### config.mk
export PLATFORM = sky130hd
export DESIGN_NAME = thermal_event_ctrl
export DESIGN_NICKNAME = d
export VERILOG_FILES = /design/src/rtl/thermal_pkg.sv /design/src/rtl/limit_cmp.sv /design/src/rtl/window_latch.sv /design/src/rtl/event_drive.sv /design/src/rtl/thermal_event_ctrl.sv
export SDC_FILE = /design/constraint.sdc
export NUM_CORES = 1
export LEC_CHECK = 0
export BUFFER_PORTS_ARGS = -buffer_cell sky130_fd_sc_hd__buf_2
export CORE_MARGIN = 2
export CORE_UTILIZATION = 46
export DETAILED_ROUTE_END_ITERATION = 7
export MAX_ROUTING_LAYER = met4
export PLACE_DENSITY = 0.85
export REMOVE_ABC_BUFFERS = 1
export SYNTH_ARGS = -nofsm -noshare
export SYNTH_HDL_FRONTEND = slang
export SYNTH_SLANG_ARGS = --single-unit
### constraint.sdc
create_clock -name clk -period 4.21 [get_ports clk]
set_clock_uncertainty 0.15 [all_clocks]
set_input_delay 0.6315 -clock clk [delete_from_list [all_inputs] [get_ports clk]]
set_output_delay 0.6315 -clock clk [all_outputs]
set_load 0.01 [all_outputs]
### src/rtl/thermal_pkg.sv
package thermal_pkg;

  typedef enum logic [1:0] {
    MODE_INTR     = 2'd0,
    MODE_CMP      = 2'd1,
    MODE_CRIT     = 2'd2,
    MODE_CRIT_ALT = 2'd3
  } evt_mode_e;

  typedef struct packed {
    logic above_high;
    logic below_low;
    logic above_crit;
  } lim_flags_t;

endpackage

### src/rtl/limit_cmp.sv
module limit_cmp
  import thermal_pkg::*;
#(
  parameter int TEMP_W = 13
) (
  input  logic                     clk,
  input  logic                     rst,
  input  logic                     samp_valid,
  input  logic signed [TEMP_W-1:0] samp_temp,
  input  logic signed [TEMP_W-1:0] lim_low,
  input  logic signed [TEMP_W-1:0] lim_high,
  input  logic signed [TEMP_W-1:0] lim_crit,
  output lim_flags_t               flags_now,
  output lim_flags_t               flags_d,
  output lim_flags_t               flags_q
);

  always_comb begin
    flags_now.above_high = (samp_temp > lim_high);
    flags_now.below_low  = (samp_temp < lim_low);
    flags_now.above_crit = (samp_temp > lim_crit);
    flags_d = samp_valid ? flags_now : flags_q;
  end

  always_ff @(posedge clk) begin
    if (rst) flags_q <= '0;
    else     flags_q <= flags_d;
  end

endmodule

### src/rtl/window_latch.sv
module window_latch (
  input  logic clk,
  input  logic rst,
  input  logic samp_valid,
  input  logic out_now,
  input  logic intr_mode,
  input  logic sw_clear,
  output logic latch_d
);

  logic latch_q, armed_q, armed_d;

  always_comb begin
    latch_d = latch_q;
    armed_d = armed_q;
    if (!intr_mode) begin
      latch_d = 1'b0;
      if (samp_valid) armed_d = !out_now;
    end else begin
      if (sw_clear) latch_d = 1'b0;
      if (samp_valid) begin
        if (!out_now) begin
          armed_d = 1'b1;
        end else if (armed_q) begin
          latch_d = 1'b1;
          armed_d = 1'b0;
        end
      end
    end
  end

  always_ff @(posedge clk) begin
    if (rst) begin
      latch_q <= 1'b0;
      armed_q <= 1'b1;
    end else begin
      latch_q <= latch_d;
      armed_q <= armed_d;
    end
  end

endmodule

### src/rtl/event_drive.sv
module event_drive
  import thermal_pkg::*;
(
  input  logic       clk,
  input  logic       rst,
  input  evt_mode_e  mode,
  input  logic       evt_en,
  input  logic       latch_d,
  input  lim_flags_t flags_d,
  output logic       event_n
);

  logic alarm;

  always_comb begin
    unique case (mode)
      MODE_INTR: alarm = latch_d | flags_d.above_crit;
      MODE_CMP:  alarm = flags_d.above_high | flags_d.below_low | flags_d.above_crit;
      default:   alarm = flags_d.above_crit;
    endcase
  end

  always_ff @(posedge clk) begin
    if (rst) event_n <= 1'b1;
    else     event_n <= ~(evt_en & alarm);
  end

endmodule

### src/rtl/thermal_event_ctrl.sv
module thermal_event_ctrl
  import thermal_pkg::*;
#(
  parameter int TEMP_W = 13
) (
  input  logic                     clk,
  input  logic                     rst,
  input  logic                     samp_valid,
  input  logic signed [TEMP_W-1:0] samp_temp,
  input  logic signed [TEMP_W-1:0] lim_low,
  input  logic signed [TEMP_W-1:0] lim_high,
  input  logic signed [TEMP_W-1:0] lim_crit,
  input  logic [1:0]               mode_sel,
  input  logic                     evt_en,
  input  logic                     sw_clear,
  output logic                     event_n,
  output logic                     stat_above_high,
  output logic                     stat_below_low,
  output logic                     stat_above_crit
);

  evt_mode_e  mode_q;
  lim_flags_t flags_now, flags_d, flags_q;
  logic       latch_d;

  // Mode register: reset selects latching mode
  always_ff @(posedge clk) begin
    if (rst) mode_q <= MODE_INTR;
    else     mode_q <= evt_mode_e'(mode_sel);
  end

  limit_cmp #(.TEMP_W(TEMP_W)) u_cmp (
    .clk        (clk),
    .rst        (rst),
    .samp_valid (samp_valid),
    .samp_temp  (samp_temp),
    .lim_low    (lim_low),
    .lim_high   (lim_high),
    .lim_crit   (lim_crit),
    .flags_now  (flags_now),
    .flags_d    (flags_d),
    .flags_q    (flags_q)
  );

  window_latch u_win (
    .clk        (clk),
    .rst        (rst),
    .samp_valid (samp_valid),
    .out_now    (flags_now.above_high | flags_now.below_low),
    .intr_mode  (mode_q == MODE_INTR),
    .sw_clear   (sw_clear),
    .latch_d    (latch_d)
  );

  event_drive u_drv (
    .clk     (clk),
    .rst     (rst),
    .mode    (mode_q),
    .evt_en  (evt_en),
    .latch_d (latch_d),
    .flags_d (flags_d),
    .event_n (event_n)
  );

  assign stat_above_high = flags_q.above_high;
  assign stat_below_low  = flags_q.below_low;
  assign stat_above_crit = flags_q.above_crit;

endmodule

* Yosys cells after proc, flatten, opt, wreduce, memory -nomap -nowiden
Index checks and enable logic that the tools add are counted.
** Word-level totals
- Flip-flop bits (word level) :: 8
- Input port bits :: 59
- Output and inout bits :: 4
- Logic and storage cells :: 30
** Operators by class
- Order comparisons :: 3
- Eq/ne operators :: 1
- Muxes and demuxes :: 11
- Bitwise operators :: 6
- Reductions and logical operators :: 2
** Operators by type and width (number)
- greater-than comparator 13 bit :: 2
- < comparator 13 bit :: 1
- 2-to-1 mux 1 bit :: 9
- bitwise OR 1 bit :: 4
- 2-to-1 mux 3 bit :: 1
- == test 2 x 1 -> 1 bit (second input constant) :: 1
- logical NOT 2 bit :: 1
- one-hot mux 1 bit (2 select lines) :: 1
- AND 1 bit :: 1
- logical NOT 1 bit :: 1
- NOT 1 bit :: 1

* Logic depth before layout (Yosys ltp)
- Depth in word-level cells :: 9
- Gate-level depth with buffers :: 8
- Depth with buffers taken out :: 8

* Hierarchy
Synthesis repeated with hierarchy kept, for this count alone.
** Unflattened totals
- Cells, all modules :: 170
- Area total of the unflattened synthesis :: 1313.8 µm²
** Modules (own cells, without submodules)
- limit_cmp :: instances 1, cells an instance 149, area an instance 1124.8 µm², sequential area each 60.1 µm²
- window_latch :: instances 1, cells an instance 9, area an instance 80.1 µm², sequential area each 40.0 µm²
- thermal_event_ctrl :: instances 1, cells an instance 6, area an instance 62.6 µm², sequential area each 40.0 µm²
- event_drive :: instances 1, cells an instance 6, area an instance 46.3 µm², sequential area each 20.0 µm²

* Least setup slack after synthesis
No wires, ideal clock.
- Path kind :: input to register
- From :: in lim_crit[6]
- To :: reg u_drv.event_n
- Library setup time :: 0.096 ns
- Arrival :: 2.095 ns
- Data required time :: 3.964 ns
- Slack :: 1.869 ns
- Stages on the path :: 7
- Path buffers :: 0
- Cells stage by stage :: inv_1 > ha_1 > and4_4 > a221o_1 > a211oi_2 > mux2i_1 > o41ai_2
** Between the ends
- Cells in the longest elaborated chain, start to end :: 6
- Elaborated cells between the ends (all ways) :: 7
- Those cells by class :: 1 x order compare; 2 x mux; 4 x bitwise
** Ends and longest elaborated chain
- start, declared :: RTL line thermal_event_ctrl.sv:12 : input logic signed [TEMP_W-1:0] lim_crit,
- greater-than comparator 13 bit * :: RTL line limit_cmp.sv:21 : flags_now.above_crit = (samp_temp > lim_crit);
- 2-to-1 mux 3 bit * :: RTL line limit_cmp.sv:22 : flags_d = samp_valid ? flags_now : flags_q;
- bitwise OR 1 bit (on tied branches) :: RTL line event_drive.sv:18, event_drive.sv:17
- one-hot mux 1 bit (2 select lines) * :: RTL line event_drive.sv:16 : unique case (mode)
- AND 1 bit * :: RTL line event_drive.sv:25 : else event_n <= ~(evt_en & alarm);
- NOT 1 bit * :: RTL line event_drive.sv:25
- end signal, assigned :: RTL line event_drive.sv:25
- end, declared :: RTL line event_drive.sv:10 : output logic event_n
Every way passes the cells marked *; elsewhere a longest branch is shown, timed or not.
A chain may end at the register's enable or synchronous reset.

* Worst setup path after layout
- From :: in samp_temp[2]
- To :: reg u_drv.event_n
** Between the ends
- Cells in the longest elaborated chain, start to end :: 9
- Elaborated cells between the ends (all ways) :: 14
- Those cells by class :: 3 x order compare; 5 x mux; 6 x bitwise
** Ends and longest elaborated chain
- start, declared :: RTL line thermal_event_ctrl.sv:9 : input logic signed [TEMP_W-1:0] samp_temp,
- greater-than comparator 13 bit / < comparator 13 bit (equally long branches) :: RTL line limit_cmp.sv:19, limit_cmp.sv:20
- bitwise OR 1 bit :: RTL line thermal_event_ctrl.sv:49 : .out_now (flags_now.above_high | flags_now.below_low),
- 2-to-1 mux 1 bit :: RTL line window_latch.sv:22 : if (!out_now) begin
- 2-to-1 mux 1 bit :: RTL line window_latch.sv:21 : if (samp_valid) begin
- 2-to-1 mux 1 bit :: RTL line window_latch.sv:16 : if (!intr_mode) begin
- bitwise OR 1 bit :: RTL line event_drive.sv:17 : MODE_INTR: alarm = latch_d | flags_d.above_crit;
- one-hot mux 1 bit (2 select lines) * :: RTL line event_drive.sv:16
- AND 1 bit * :: RTL line event_drive.sv:25
- NOT 1 bit * :: RTL line event_drive.sv:25
Marks and branches as above.

==> impl_results.html <==
<table>
<tr><th>Metric</th><th>Value</th></tr>
<tr><th colspan="2">Status</th></tr>
<tr><td>Outcome</td><td>completed</td></tr>
<tr><th colspan="2">Layout</th></tr>
<tr><td>Area added between synthesis and finish</td><td>27.9%</td></tr>
<tr><td>Final net count</td><td>330</td></tr>
<tr><td>Layout cell share with drive strength beyond 1</td><td>29.4%</td></tr>
<tr><td>Number of antenna cells inserted</td><td>0</td></tr>
<tr><td>Cell Count, Final, Fillers Out</td><td>262</td></tr>
<tr><td>Cell area after layout</td><td>1690 um^2</td></tr>
<tr><td>Final core area utilization</td><td>61.7%</td></tr>
<tr><th colspan="2">Worst setup path</th></tr>
<tr><td>Critical path class</td><td>in2reg</td></tr>
<tr><td>Critical path startpoint category</td><td>primary input</td></tr>
<tr><td>Critical path required time</td><td>4220 ps</td></tr>
<tr><td>Endpoint kind of the worst setup timing path</td><td>flip-flop</td></tr>
<tr><td>Biggest fanout along the worst timing path</td><td>3</td></tr>
<tr><td>Worst-path cell with the longest stage delay</td><td>sky130_fd_sc_hd__ha_1</td></tr>
<tr><td>Arrival time worst endpoint</td><td>2390 ps</td></tr>
<tr><td>CP peak stage delay</td><td>310 ps</td></tr>
<tr><td>RR Endpoint</td><td>u_drv.event_n</td></tr>
<tr><td>Cell count of the worst reg-to-reg path</td><td>4</td></tr>
<tr><td>Launch instance of the worst register-to-register path</td><td>u_cmp.flags_q[2]</td></tr>
<tr><td>List of cells traversed by the critical path</td><td>buf_2 -&gt; ha_1 -&gt; a211oi_1 -&gt; o221ai_1 -&gt; a21oi_1 -&gt; mux2i_1 -&gt; a22oi_1 -&gt; o41ai_2</td></tr>
<tr><td>FF-to-FF setup slack</td><td>2960 ps</td></tr>
<tr><th colspan="2">Synthesis</th></tr>
<tr><td>Most common flop cell mapped by yosys</td><td>sky130_fd_sc_hd__dfxtp_1</td></tr>
<tr><td>Share of the yosys chip area belonging to registers</td><td>12.1%</td></tr>
<tr><td>Count of unique library cells instantiated by Yosys</td><td>34</td></tr>
<tr><td>Top area cells in the synthesized netlist</td><td>sky130_fd_sc_hd__ha_1 36%, sky130_fd_sc_hd__inv_1 13%, sky130_fd_sc_hd__dfxtp_1 12%, sky130_fd_sc_hd__a21oi_1 3.8%, sky130_fd_sc_hd__nor2b_1 3.3%</td></tr>
<tr><td>Top cell type by total area after synthesis</td><td>sky130_fd_sc_hd__ha_1</td></tr>
<tr><td>Yosys warning total</td><td>0</td></tr>
<tr><td>Register bit count reported by yosys</td><td>8</td></tr>
<tr><td>EDFF count, synth</td><td>0</td></tr>
<tr><td>Post-synth ARST share</td><td>0%</td></tr>
<tr><td>Proportion of netlist area held by the largest area contributor</td><td>36.1%</td></tr>
<tr><td>Summed instance area of the synthesized netlist</td><td>1320 um^2</td></tr>
<tr><td>Syn Inst Count</td><td>167</td></tr>
<tr><td>Synthesized area per cell</td><td>7.90 um^2</td></tr>
<tr><td>Most used standard cell by instance count after synthesis</td><td>sky130_fd_sc_hd__inv_1</td></tr>
<tr><td>Synth cell count leaders</td><td>44 x sky130_fd_sc_hd__inv_1, 38 x sky130_fd_sc_hd__ha_1, 10 x sky130_fd_sc_hd__a21oi_1, 8 x sky130_fd_sc_hd__dfxtp_1, 7 x sky130_fd_sc_hd__nor2b_1</td></tr>
<tr><th colspan="2">STA</th></tr>
<tr><td>Share of the cycle needed by the critical path after routing</td><td>56.5%</td></tr>
<tr><td>Fin. max-slew vios</td><td>0</td></tr>
<tr><td>Final hold vios</td><td>0</td></tr>
<tr><td>Setup TNS</td><td>0 ps</td></tr>
<tr><td>Final setup violation count</td><td>0</td></tr>
<tr><td>Slew at the pin with the worst max-slew slack</td><td>361 ps</td></tr>
<tr><td>Final Hold Slack</td><td>380 ps</td></tr>
<tr><td>Setup repair after global routing missed its margin</td><td>no</td></tr>
<tr><td>Final critical path time including I/O delays and setup</td><td>2380 ps</td></tr>
<tr><td>Highest clock rate</td><td>0.421 GHz</td></tr>
<tr><td>Final worst-path setup slack</td><td>1830 ps</td></tr>
<tr><td>Relative slew margins</td><td>75.7%</td></tr>
<tr><th colspan="2">Clock tree</th></tr>
<tr><td>Post-CTS repair timing setup buffer count</td><td>0</td></tr>
<tr><td>CTS Sinks</td><td>8</td></tr>
<tr><td>Clock buffer count from CTS</td><td>3</td></tr>
<tr><td>Library cell used as clock root buffer</td><td>sky130_fd_sc_hd__clkbuf_4</td></tr>
<tr><td>CTS resizes</td><td>0</td></tr>
<tr><td>Clock-pin slew on the worst setup and hold paths</td><td>60 ps</td></tr>
<tr><td>CTS Hold Bufs</td><td>0</td></tr>
<tr><td>Clock network latency to the later pin of the worst-skew pair</td><td>260 ps</td></tr>
<tr><td>H-tree depth reported by CTS</td><td>1</td></tr>
<tr><td>Clock tree from TritonCTS</td><td>built</td></tr>
<tr><td>Maximum buffer depth of the clock tree</td><td>2</td></tr>
<tr><th colspan="2">Drt</th></tr>
<tr><td>Detailed-router iteration count before antenna repair</td><td>4</td></tr>
<tr><td>Sum of routed wire length over all layers</td><td>2960 um</td></tr>
<tr><td>Vias per cell</td><td>5.15</td></tr>
<tr><td>Residual antenna-violating net count after detailed routing</td><td>0</td></tr>
<tr><td>Iteration-0 DRC Markers</td><td>22</td></tr>
<tr><td>Vias post-DR</td><td>1,348</td></tr>
<tr><td>Average wire length per cell after detail routing</td><td>11.3 um</td></tr>
<tr><td>DRC errors left</td><td>0</td></tr>
<tr><th colspan="2">Placed design</th></tr>
<tr><td>Worst Setup Slack post-DPL</td><td>1570 ps</td></tr>
<tr><td>Standard cell area after detailed placement</td><td>1660 um^2</td></tr>
<tr><td>Placed insts</td><td>259</td></tr>
<tr><td>Final GP Congestion</td><td>0.849</td></tr>
<tr><td>HPWL reported at the end of detailed placement</td><td>2570 um</td></tr>
<tr><td>IO Port Bufs</td><td>62</td></tr>
<tr><th colspan="2">Power and ir drop</th></tr>
<tr><td>Power after layout</td><td>0.283 mW</td></tr>
<tr><td>Leakage power total</td><td>1.03 nW</td></tr>
<tr><td>Peak VDD IR</td><td>0.194 mV</td></tr>
<tr><td>Power density of the placed cells</td><td>168 nW/um^2</td></tr>
<tr><th colspan="2">Hold path</th></tr>
<tr><td>Hold depth</td><td>2</td></tr>
<tr><td>Start point of the worst min-delay path</td><td>u_win.latch_q</td></tr>
<tr><td>Worst-case hold path end point</td><td>u_win.latch_q</td></tr>
<tr><td>Class of the tightest hold or removal check</td><td>reg2reg</td></tr>
<tr><th colspan="2">Floorplan</th></tr>
<tr><td>Die outline width</td><td>57.5 um</td></tr>
<tr><td>Area of the die</td><td>3310 um^2</td></tr>
<tr><td>Core Area</td><td>2730 um^2</td></tr>
<tr><td>Site row count</td><td>19</td></tr>
<tr><td>IO Count</td><td>63</td></tr>
<tr><td>Die Height</td><td>57.5 um</td></tr>
<tr><td>Initial Util</td><td>48.2%</td></tr>
<tr><th colspan="2">Global route</th></tr>
<tr><td>Pin count of the biggest net entering global routing</td><td>10</td></tr>
<tr><td>Via count of the first global-routing pass</td><td>1,280</td></tr>
<tr><td>GRT overflow</td><td>0</td></tr>
<tr><td>Total global-route track usage</td><td>18.5%</td></tr>
<tr><td>First-pass GRT wire length</td><td>4930 um</td></tr>
<tr><td>Antenna violations before repair</td><td>0</td></tr>
<tr><th colspan="2">Job</th></tr>
<tr><td>Max-capacitance violation count</td><td>0</td></tr>
</table>
where the power goes:
group          internal [mW]  switching, mW
clock                 0.0327         0.0272
combinational         0.0692         0.0690
sequential            0.0818        0.00253
total                  0.184         0.0988
worst max path at each step:
stage	start	to	slack [ps]	cells after the start
CTS	samp_temp[2]	u_drv.event_n	1830	8
global placement	samp_temp[2]	u_drv.event_n	1640	8
finish	samp_temp[2]	u_drv.event_n	1830	8
global route	samp_temp[2]	u_drv.event_n	1670	8
detailed placement	samp_temp[2]	u_drv.event_n	1570	8
floorplan	lim_crit[6]	u_drv.event_n	1870	7
area by class of cell:
cell class | count | area, um^2
Fill cell | 272 | 1050
Multi-Input combinational cell | 114 | 990
Timing Repair Buffer | 62 | 310
Inverter | 44 | 165
Sequential cell | 8 | 160
Tap cell | 31 | 38.8
Clock buffer | 3 | 22.5
registers in the layout, indices dropped and copies added, names as in the netlist:
signal	cells
mode_q	2
u_cmp.flags_q	3
u_drv.event_n	1
u_win.armed_q	1
u_win.latch_q	1
layout by cell type (no fill, tap or decap), types with 2 or more instances in the layout:
cell	count
sky130_fd_sc_hd__buf_2	62
sky130_fd_sc_hd__inv_1	44
sky130_fd_sc_hd__ha_1	38
sky130_fd_sc_hd__a21oi_1	10
sky130_fd_sc_hd__dfxtp_1	8
sky130_fd_sc_hd__nor2b_1	7
sky130_fd_sc_hd__nand2_1	6
sky130_fd_sc_hd__nand4_1	5
sky130_fd_sc_hd__o211ai_1	4
sky130_fd_sc_hd__a211oi_1	4
sky130_fd_sc_hd__o21a_1	3
sky130_fd_sc_hd__mux2i_1	3
sky130_fd_sc_hd__nor2_1	3
sky130_fd_sc_hd__a21o_1	3
sky130_fd_sc_hd__a211o_1	3
sky130_fd_sc_hd__clkbuf_4	3
sky130_fd_sc_hd__and4_1	2
sky130_fd_sc_hd__nand3_1	2
sky130_fd_sc_hd__o21ai_0	2
sky130_fd_sc_hd__a22oi_1	2
sky130_fd_sc_hd__nand2b_1	2
sky130_fd_sc_hd__and2_1	2
worst max-delay path: cells and delay by family:
family	cells	cell delay, ps
AO/OA/AOI/OAI	5	1030
buffers and inverters	1	120
adder cells (fa/ha/maj)	1	310
multiplexers	1	300
layer usage:
| layer | routed length [um] | part of all wire (%) | up-vias | track usage (%) |
|---|---|---|---|---|
| met5 | 0 | 0 | - | - |
| met2 | 1410 | 48 | 41 | 33.1 |
| met4 | 0 | 0 | 0 | 2.99 |
| met3 | 187 | 6.3 | 0 | 1.59 |
| met1 | 1360 | 46 | 588 | 22.7 |
| li1 | - | - | 719 | - |
cells by family (layout without fill, tap and decap cells):
logic type / after synthesis / after routing / share of synthesized area [%]
AND/OR/NAND/NOR: 33 / 33 / 14.4
multiplexers: 3 / 3 / 2.28
flip-flops: 8 / 8 / 12.1
adder cells (fa/ha/maj): 38 / 38 / 36.1
buffers and inverters: 45 / 109 / 12.8
AO/OA/AOI/OAI: 40 / 40 / 22.3
(Power assumes the default switching activity.)
